`config.mk`:
```
export PLATFORM = sky130hd
export DESIGN_NAME = frame_sync_divider
export DESIGN_NICKNAME = d
export VERILOG_FILES = /design/src/rtl/fsd_pkg.sv /design/src/rtl/fsd_counter.sv /design/src/rtl/fsd_cfg_check.sv /design/src/rtl/fsd_irq_gen.sv /design/src/rtl/frame_sync_divider.sv
export SDC_FILE = /design/constraint.sdc
export NUM_CORES = 1
export LEC_CHECK = 0
export ABC_AREA = 0
export BUFFER_PORTS_ARGS = -buffer_cell sky130_fd_sc_hd__buf_4
export CAP_MARGIN = 20
export CORE_MARGIN = 5
export CORE_UTILIZATION = 30
export DETAILED_ROUTE_END_ITERATION = 10
export GPL_ROUTABILITY_DRIVEN = 0
export SYNTH_ARGS = -nofsm -noshare
export SYNTH_HDL_FRONTEND = slang
export SYNTH_SLANG_ARGS = --single-unit
```
`constraint.sdc`:
```
create_clock -name clk -period 1.65 [get_ports clk]
set_input_delay 0.165 -clock clk [delete_from_list [all_inputs] [get_ports clk]]
set_output_delay 0.165 -clock clk [all_outputs]
set_load 0.02 [all_outputs]
```
`src/rtl/fsd_pkg.sv`:
```
package fsd_pkg;

    typedef enum logic {
        FSD_MODE_PORT       = 1'b0,
        FSD_MODE_STANDALONE = 1'b1
    } fsd_mode_e;

endpackage

```
`src/rtl/fsd_counter.sv`:
```
module fsd_counter #(
    parameter int DIV_W = 16
) (
    input  logic             clk,
    input  logic             rst,
    input  logic             port_en,
    input  logic             sclk_tick,
    input  logic [DIV_W-1:0] divisor,
    output logic             fsync,
    output logic             term_evt
);

    typedef struct packed {
        logic             run;
        logic [DIV_W-1:0] cnt;
        logic             fs;
    } cnt_state_t;

    cnt_state_t st_d, st_q;
    logic       evt_d;

    always_comb begin
        st_d  = st_q;
        evt_d = 1'b0;
        if (!port_en) begin
            st_d = '0;
        end else if (!st_q.run) begin
            // first enabled cycle: load the period
            st_d.run = 1'b1;
            st_d.cnt = divisor;
            st_d.fs  = (divisor == '0);
        end else if (sclk_tick) begin
            if (st_q.cnt == '0) begin
                evt_d    = 1'b1;
                st_d.fs  = 1'b1;
                st_d.cnt = divisor;
            end else begin
                st_d.fs  = 1'b0;
                st_d.cnt = st_q.cnt - 1'b1;
            end
        end
    end

    always_ff @(posedge clk) begin
        if (rst) begin
            st_q <= '0;
        end else begin
            st_q <= st_d;
        end
    end

    assign fsync    = st_q.fs;
    assign term_evt = evt_d;

endmodule

```
`src/rtl/fsd_cfg_check.sv`:
```
module fsd_cfg_check #(
    parameter int DIV_W = 16,
    parameter int LEN_W = 5
) (
    input  logic             clk,
    input  logic             rst,
    input  logic             port_en,
    input  logic [DIV_W-1:0] divisor,
    input  logic [LEN_W-1:0] word_len,
    output logic             cfg_err
);

    localparam int CMP_W = (DIV_W > LEN_W) ? DIV_W : LEN_W;

    typedef struct packed {
        logic err;
    } chk_state_t;

    chk_state_t        st_d, st_q;
    logic [CMP_W-1:0]  div_ext;
    logic [CMP_W-1:0]  len_ext;

    assign div_ext = CMP_W'(divisor);
    assign len_ext = CMP_W'(word_len);

    always_comb begin
        st_d     = st_q;
        st_d.err = port_en && (div_ext != '0) && (div_ext < len_ext);
    end

    always_ff @(posedge clk) begin
        if (rst) begin
            st_q <= '0;
        end else begin
            st_q <= st_d;
        end
    end

    assign cfg_err = st_q.err;

endmodule

```
`src/rtl/fsd_irq_gen.sv`:
```
module fsd_irq_gen (
    input  logic              clk,
    input  logic              rst,
    input  logic              term_evt,
    input  fsd_pkg::fsd_mode_e mode,
    output logic              irq
);

    typedef struct packed {
        logic strobe;
    } irq_state_t;

    irq_state_t st_d, st_q;

    always_comb begin
        st_d        = st_q;
        st_d.strobe = term_evt && (mode == fsd_pkg::FSD_MODE_STANDALONE);
    end

    always_ff @(posedge clk) begin
        if (rst) begin
            st_q <= '0;
        end else begin
            st_q <= st_d;
        end
    end

    assign irq = st_q.strobe;

endmodule

```
`src/rtl/frame_sync_divider.sv`:
```
module frame_sync_divider #(
    parameter int DIV_W = 16,
    parameter int LEN_W = 5
) (
    input  logic             clk,
    input  logic             rst,
    input  logic             port_en,
    input  logic             sclk_tick,
    input  logic             standalone,
    input  logic [DIV_W-1:0] divisor,
    input  logic [LEN_W-1:0] word_len,
    output logic             fsync,
    output logic             irq,
    output logic             cfg_err
);

    logic               term_evt;
    fsd_pkg::fsd_mode_e mode;

    assign mode = fsd_pkg::fsd_mode_e'(standalone);

    fsd_counter #(.DIV_W(DIV_W)) u_cnt (
        .clk       (clk),
        .rst       (rst),
        .port_en   (port_en),
        .sclk_tick (sclk_tick),
        .divisor   (divisor),
        .fsync     (fsync),
        .term_evt  (term_evt)
    );

    fsd_cfg_check #(.DIV_W(DIV_W), .LEN_W(LEN_W)) u_chk_cfg (
        .clk      (clk),
        .rst      (rst),
        .port_en  (port_en),
        .divisor  (divisor),
        .word_len (word_len),
        .cfg_err  (cfg_err)
    );

    fsd_irq_gen u_irq (
        .clk      (clk),
        .rst      (rst),
        .term_evt (term_evt),
        .mode     (mode),
        .irq      (irq)
    );

endmodule

```
==> results_dict.tcl, run 1 <==
set metrics [dict create \
    power_frac_seq_pct 35.9 \
    start_util_pct 31.2 \
    setup_viol 9 \
    root_buffer "clkbuf_8" \
    htreeDepth 1 \
    synthCells 169 \
    io_pins 29 \
    synthFlopType "dfxtp_1" \
    path_max_fanout 3 \
    placementRows 24 \
    via_count 1596 \
    fin_worst_skew_ns 0.00234 \
    power.density_nw_per_um2 712 \
    initialDrtViolationCount 124 \
    maxCapViolations 0 \
    holdBufCountCts 0 \
    antenna_cells 0 \
    finalCritPeriodShare_pct 104 \
    outcome "finished with violations" \
    synth_edf_count 0 \
    synth_fp_nets 201 \
    ir_drop_uv 376 \
    min_path_cells 2 \
    cts_sinks 20 \
    grt_pass1_wl_um 7570 \
    worst-r2r-setup-slack_ns -0.07 \
    hp-start "standalone" \
    critical_path_arrival_ns 1.91 \
    rr_worst_depth 8 \
    synth.top_cells.by_area "dfxtp_1, ha_1, a21oi_1" \
    yosysWarnings 0 \
    cts_tree "done" \
    avgSynthCellArea_sq_um 8.09 \
    cts_made_buffers 3 \
    power_mw 1.49 \
    p_comb_share_pct 37.8 \
    first_pass_iters 4 \
    viasPerCell 5.66 \
    holdPathEnd "u_irq.irq$_SDFF_PP0_" \
    overflow 0 \
    worst_pin_slew_ns 0.365 \
    hpwl_um 3490 \
    syn-cell-area_sq_um 1370 \
    ys_ff_latch 20 \
    violations "negative setup slack" \
    wl_um 4690 \
    max_freq_ghz 0.582 \
    relSlewSlack_pct 75.6 \
    clock_latency_ns 0.26 \
    ys_seq_area_share_pct 29.3 \
    clk_pin_slew_ns 0.08 \
    nNetsFinal 263 \
    setup_ws_ns -0.0696 \
    io_buffers 28 \
    antenna_left 0 \
    switching_share_pct 32.6 \
    synth.distinct_cells 46 \
    die_w_um 77.5 \
    critPathCaptureType "flop" \
    yosysMostFrequentCell "dfxtp_1" \
    grt_use_total_pct 15.1 \
    hp-class "primary input to flop" \
    antenna_found_initial 0 \
    leakage_nw 0.872 \
    hold_ws_ns 0.157 \
    area_growth_pct 52.8 \
    power.internal_mw 1.00 \
    cp-start-kind "flop" \
    finalCriticalPeriod_ns 1.72 \
    p_clk_share_pct 26.3 \
    cts_max_path_buffers 2 \
    p_sw_mw 0.485 \
    maxSlewViolCount 0 \
    synthTopCellsByCount "dfxtp_1, nor2_1, a21oi_1" \
    grt_pass1_vias 1598 \
    path_class "flop to flop" \
    synth_top_area_cell "dfxtp_1" \
    dieArea_sq_um 6010 \
    drive_gt1_share_pct 46.1 \
    critical_path_required_ns 1.84 \
    rsz0062_at_grt "true" \
    routedWlPerCell_um 16.6 \
    rr_startpoint "u_cnt.st_q[2]$_SDFFE_PP0P_" \
    drc 0 \
    grt_max_degree 18 \
    fill_cells 435 \
    timing_hold_violations_final 0 \
    die_h_um 77.5 \
    synth.top_cell.area_share_pct 29.3 \
    core_area_sq_um 4380 \
    synthArstFlopShare_pct 0 \
    r2r_end "u_cnt.st_q[11]$_SDFFE_PP0P_" \
]
## power by group through the flow
stage | sequential [mW] | clock, mW | combinational, mW
3_5_place_dp | 0.542 | 0 | 0.458
5_1_grt | 0.537 | 0.404 | 0.612
3_3_place_gp | 0.541 | 0 | 0.458
6_report | 0.534 | 0.391 | 0.563
2_1_floorplan | 0.543 | 0 | 0.258
4_1_cts | 0.533 | 0.389 | 0.508
## kinds of logic (layout without fill, tap and decap cells)
kind of cell | after synthesis | after routing | synth area share, %
buf+inv | 18 | 79 | 5.95
compound gates | 52 | 52 | 26.1
mux | 1 | 1 | 0.823
flops | 20 | 20 | 29.3
fa+ha+maj | 6 | 6 | 5.49
simple gates | 72 | 72 | 32.4
## registers in the layout, indices dropped and copies added, names as in the netlist
| register | count |
|---|---|
| u_cnt.st_q | 17 |
| u_irq.irq | 1 |
| u_cnt.fsync | 1 |
| u_chk_cfg.cfg_err | 1 |
## metal layers
| layer | GRT usage, % | vias to the layer above | wire (um) |
|---|---|---|---|
| met3 | 4.05 | 8 | 401 |
| met1 | 20.1 | 752 | 2070 |
| met5 | 0 | - | 0 |
| met4 | 3.26 | 0 | 61 |
| li1 | - | 773 | - |
| met2 | 24.5 | 63 | 2150 |
## layout make-up
cell class / instances / area (sq um) / share of cell area [%]
inverters: 11 / 46.3 / 2.22
multi-input cells: 131 / 1010 / 48.4
flip-flops and latches: 20 / 408 / 19.5
repair buffers: 64 / 503 / 24.1
clock buffers: 4 / 55.1 / 2.63
well taps: 52 / 65.1 / 3.11
## cell usage in the layout, fill, tap and decap left out, types with 3 or more instances in the layout
cell	synthesis	final
nor2_1	16	13
clkbuf_8	0	4
nand3_1	10	10
a21oi_1	14	9
nand2_1	9	9
inv_1	10	8
dfxtp_2	0	3
ha_1	6	4
nor2_2	0	3
a32oi_1	3	3
buf_6	1	6
nand4_1	4	4
a21o_1	4	4
dfxtp_1	20	16
a31oi_1	10	10
nor3_1	7	6
o211ai_1	3	3
nor4_1	4	3
a21oi_2	0	4
buf_4	1	58
## worst max-delay path by stage
stage                               startpoint                           to  slack [ns]  depth (start not counted)
floorplan           u_cnt.st_q[1]$_SDFFE_PP0P_   u_cnt.st_q[6]$_SDFFE_PP0P_        0.01                          8
global placement    u_cnt.st_q[2]$_SDFFE_PP0P_  u_cnt.st_q[15]$_SDFFE_PP0P_       -0.16                          7
detailed placement  u_cnt.st_q[2]$_SDFFE_PP0P_  u_cnt.st_q[15]$_SDFFE_PP0P_       -0.21                          7
CTS                 u_cnt.st_q[2]$_SDFFE_PP0P_  u_cnt.st_q[15]$_SDFFE_PP0P_       -0.05                          7
global route        u_cnt.st_q[1]$_SDFFE_PP0P_  u_cnt.st_q[14]$_SDFFE_PP0P_       -0.17                          8
finish              u_cnt.st_q[2]$_SDFFE_PP0P_  u_cnt.st_q[11]$_SDFFE_PP0P_       -0.07                          8
## metrics by stage
| stage | util (%) | area (sq um) | setup TNS (ns) | worst slack, ns | cells |
|---|---|---|---|---|---|
| after global placement | 41.6 | 1820 | -1.12 | -0.159 | 270 |
| after floorplan | - | 1380 | 0 | 0.0139 | 169 |
| after detailed placement | 41.6 | 1820 | -1.68 | -0.209 | 270 |
| after global routing | 47.7 | 2090 | -1.82 | -0.168 | 282 |
| after CTS | 45.4 | 1990 | -0.202 | -0.0493 | 279 |
| final | 47.7 | 2090 | -0.264 | -0.0696 | 282 |
## critical path, cell delays in order, from the launching register on
cell and delay [ns]:
dfxtp_2 0.35, inv_4 0.08, ha_4 0.13, or3b_4 0.41, nor3_4 0.17, buf_6 0.14, buf_4 0.09, a31oi_1 0.08
a31oi_1 0.19
## timing repair
| item | in CTS | in global routing |
|---|---|---|
| setup endpoints to repair | 17 | 17 |
| gates cloned | 0 | 0 |
| resized for setup | 21 | 22 |
| setup buffers | 5 | 3 |
| pin swaps | 12 | 20 |
Note: power is estimated with default switching activity, not from simulation.
==> inputs of run 2 (changes only) <==
- ABC_CLOCK_PERIOD_IN_PS: not set -> 1650
- CORE_MARGIN: 5 -> not set
- RECOVER_POWER: not set -> 50
==> results_dict.tcl, run 2 (synthesis gave the netlist of run 1 again) <==
set metrics [dict create \
    io_buffers 28 \
    setup_tns_ns -0.137 \
    fin_worst_skew_ns 0.00328 \
    power_mw 1.44 \
    max_freq_ghz 0.589 \
    htreeDepth 1 \
    clk_pin_slew_ns 0.07 \
    critical_path_required_ns 1.81 \
    core_area_sq_um 4350 \
    finalCriticalPeriod_ns 1.70 \
    fin_cells 283 \
    maxCapViolations 0 \
    min_path_cells 2 \
    largest_register_ff_count 17 \
    timing_hold_violations_final 0 \
    mostFrequentLayoutCell "buf_4" \
    outcome "finished with violations" \
    start_util_pct 31.4 \
    violations "negative setup slack" \
    holdBufCountCts 0 \
    die_w_um 69.5 \
    path_class "flop to flop" \
    multiInputGateArea_sq_um 1020 \
    rr_worst_depth 7 \
    drive_gt1_share_pct 43.7 \
    max_flop_register "u_cnt.st_q" \
    overflow 0 \
    cts_tree "done" \
    first_pass_iters 4 \
    power.density_nw_per_um2 693 \
    fin_util_pct 47.6 \
    cts_max_path_buffers 2 \
    leakage_nw 0.860 \
    fill_cells 408 \
    hp-class "primary input to flop" \
    cp-start-kind "flop" \
    die_h_um 69.5 \
    root_buffer "clkbuf_8" \
    rr_startpoint "u_cnt.st_q[1]$_SDFFE_PP0P_" \
    grt_pass1_vias 1485 \
    clock_latency_ns 0.26 \
    critPathLaunch "u_cnt.st_q[1]$_SDFFE_PP0P_" \
    pre_cts_ws_ns -0.183 \
    wl_um 4380 \
    grt_use_total_pct 18.5 \
    setup_viol 4 \
    critical_path_arrival_ns 1.85 \
    cts_sinks 20 \
    dieArea_sq_um 4830 \
    most-common-layout-cells "buf_4, dfxtp_1, a21oi_1" \
    worst_pin_slew_ns 0.354 \
    path_max_fanout 5 \
    finalCritPeriodShare_pct 103 \
    io_pins 29 \
    placementRows 24 \
    ir_drop_uv 288 \
    antenna_found_initial 0 \
    initialDrtViolationCount 91 \
    cts_made_buffers 3 \
    dp_cells 271 \
    viasPerCell 5.64 \
    setup_ws_ns -0.0475 \
    via_count 1597 \
    routedWlPerCell_um 15.5 \
    rsz0062_at_grt "true" \
    relSlewSlack_pct 76.2 \
    hpwl_um 3300 \
    critPathCaptureType "flop" \
    grt_pass1_wl_um 7260 \
    grt_max_degree 18 \
    antenna_cells 0 \
    maxSlewViolCount 0 \
    drc 0 \
    hp-start "standalone" \
    area_growth_pct 51.7 \
    nNetsFinal 265 \
    regArea_sq_um 409 \
    antenna_left 0 \
]
run 2: repair_timing:
item | CTS | global route
resized for setup | 18 | 20
pin swaps | 9 | 27
gates cloned | 1 | 0
setup buffers | 4 | 4
setup endpoints to repair | 17 | 16
run 2: power by group:
| group | leakage, nW | switching [mW] | total, mW | internal (mW) |
|---|---|---|---|---|
| logic | 0.672 | 0.279 | 0.573 | 0.294 |
| clock network | 0.0216 | 0.168 | 0.331 | 0.163 |
| registers | 0.166 | 0.0285 | 0.534 | 0.506 |
| total | 0.860 | 0.475 | 1.44 | 0.963 |
run 2: layer usage:
| metal | GRT usage (%) | part of all wire [%] | up-vias |
|---|---|---|---|
| met5 | 0 | 0 | - |
| met4 | 4.99 | 0.57 | 0 |
| met3 | 2.18 | 6.1 | 2 |
| met2 | 29.6 | 48 | 56 |
| met1 | 26.4 | 45 | 755 |
| li1 | - | - | 784 |
run 2: path summary, 6_finish.rpt:
path                                                     to  slack, ns
worst max register to register   u_cnt.st_q[6]$_SDFFE_PP0P_      -0.05
worst min-delay path                   u_irq.irq$_SDFF_PP0_       0.16
worst min register to register  u_cnt.st_q[14]$_SDFFE_PP0P_       0.56
worst max-delay path             u_cnt.st_q[6]$_SDFFE_PP0P_      -0.05
run 2: worst max-delay path, cell delays in order (launching register included):
cell	delay [ns]
dfxtp_2	0.34
inv_4	0.08
ha_4	0.12
nor4b_4	0.27
and4_4	0.34
o21ai_2	0.07
a32o_1	0.19
a31o_1	0.18
run 2: layout make-up:
| cell class | instances | share of cell area, % |
|---|---|---|
| Clock buffer | 3 | 1.99 |
| Inverter | 11 | 2.23 |
| Multi-Input combinational cell | 132 | 49.2 |
| Sequential cell | 20 | 19.7 |
| Tap cell | 52 | 3.14 |
| Timing Repair Buffer | 65 | 23.7 |
run 2: metrics by stage:
step                      hold slack [ns]  cell area, sq um
final                               0.158              2070
after global routing                0.171              2070
after CTS                           0.158              1970
after detailed placement            0.432              1830
after global placement              0.427              1830
after floorplan                     0.318              1380
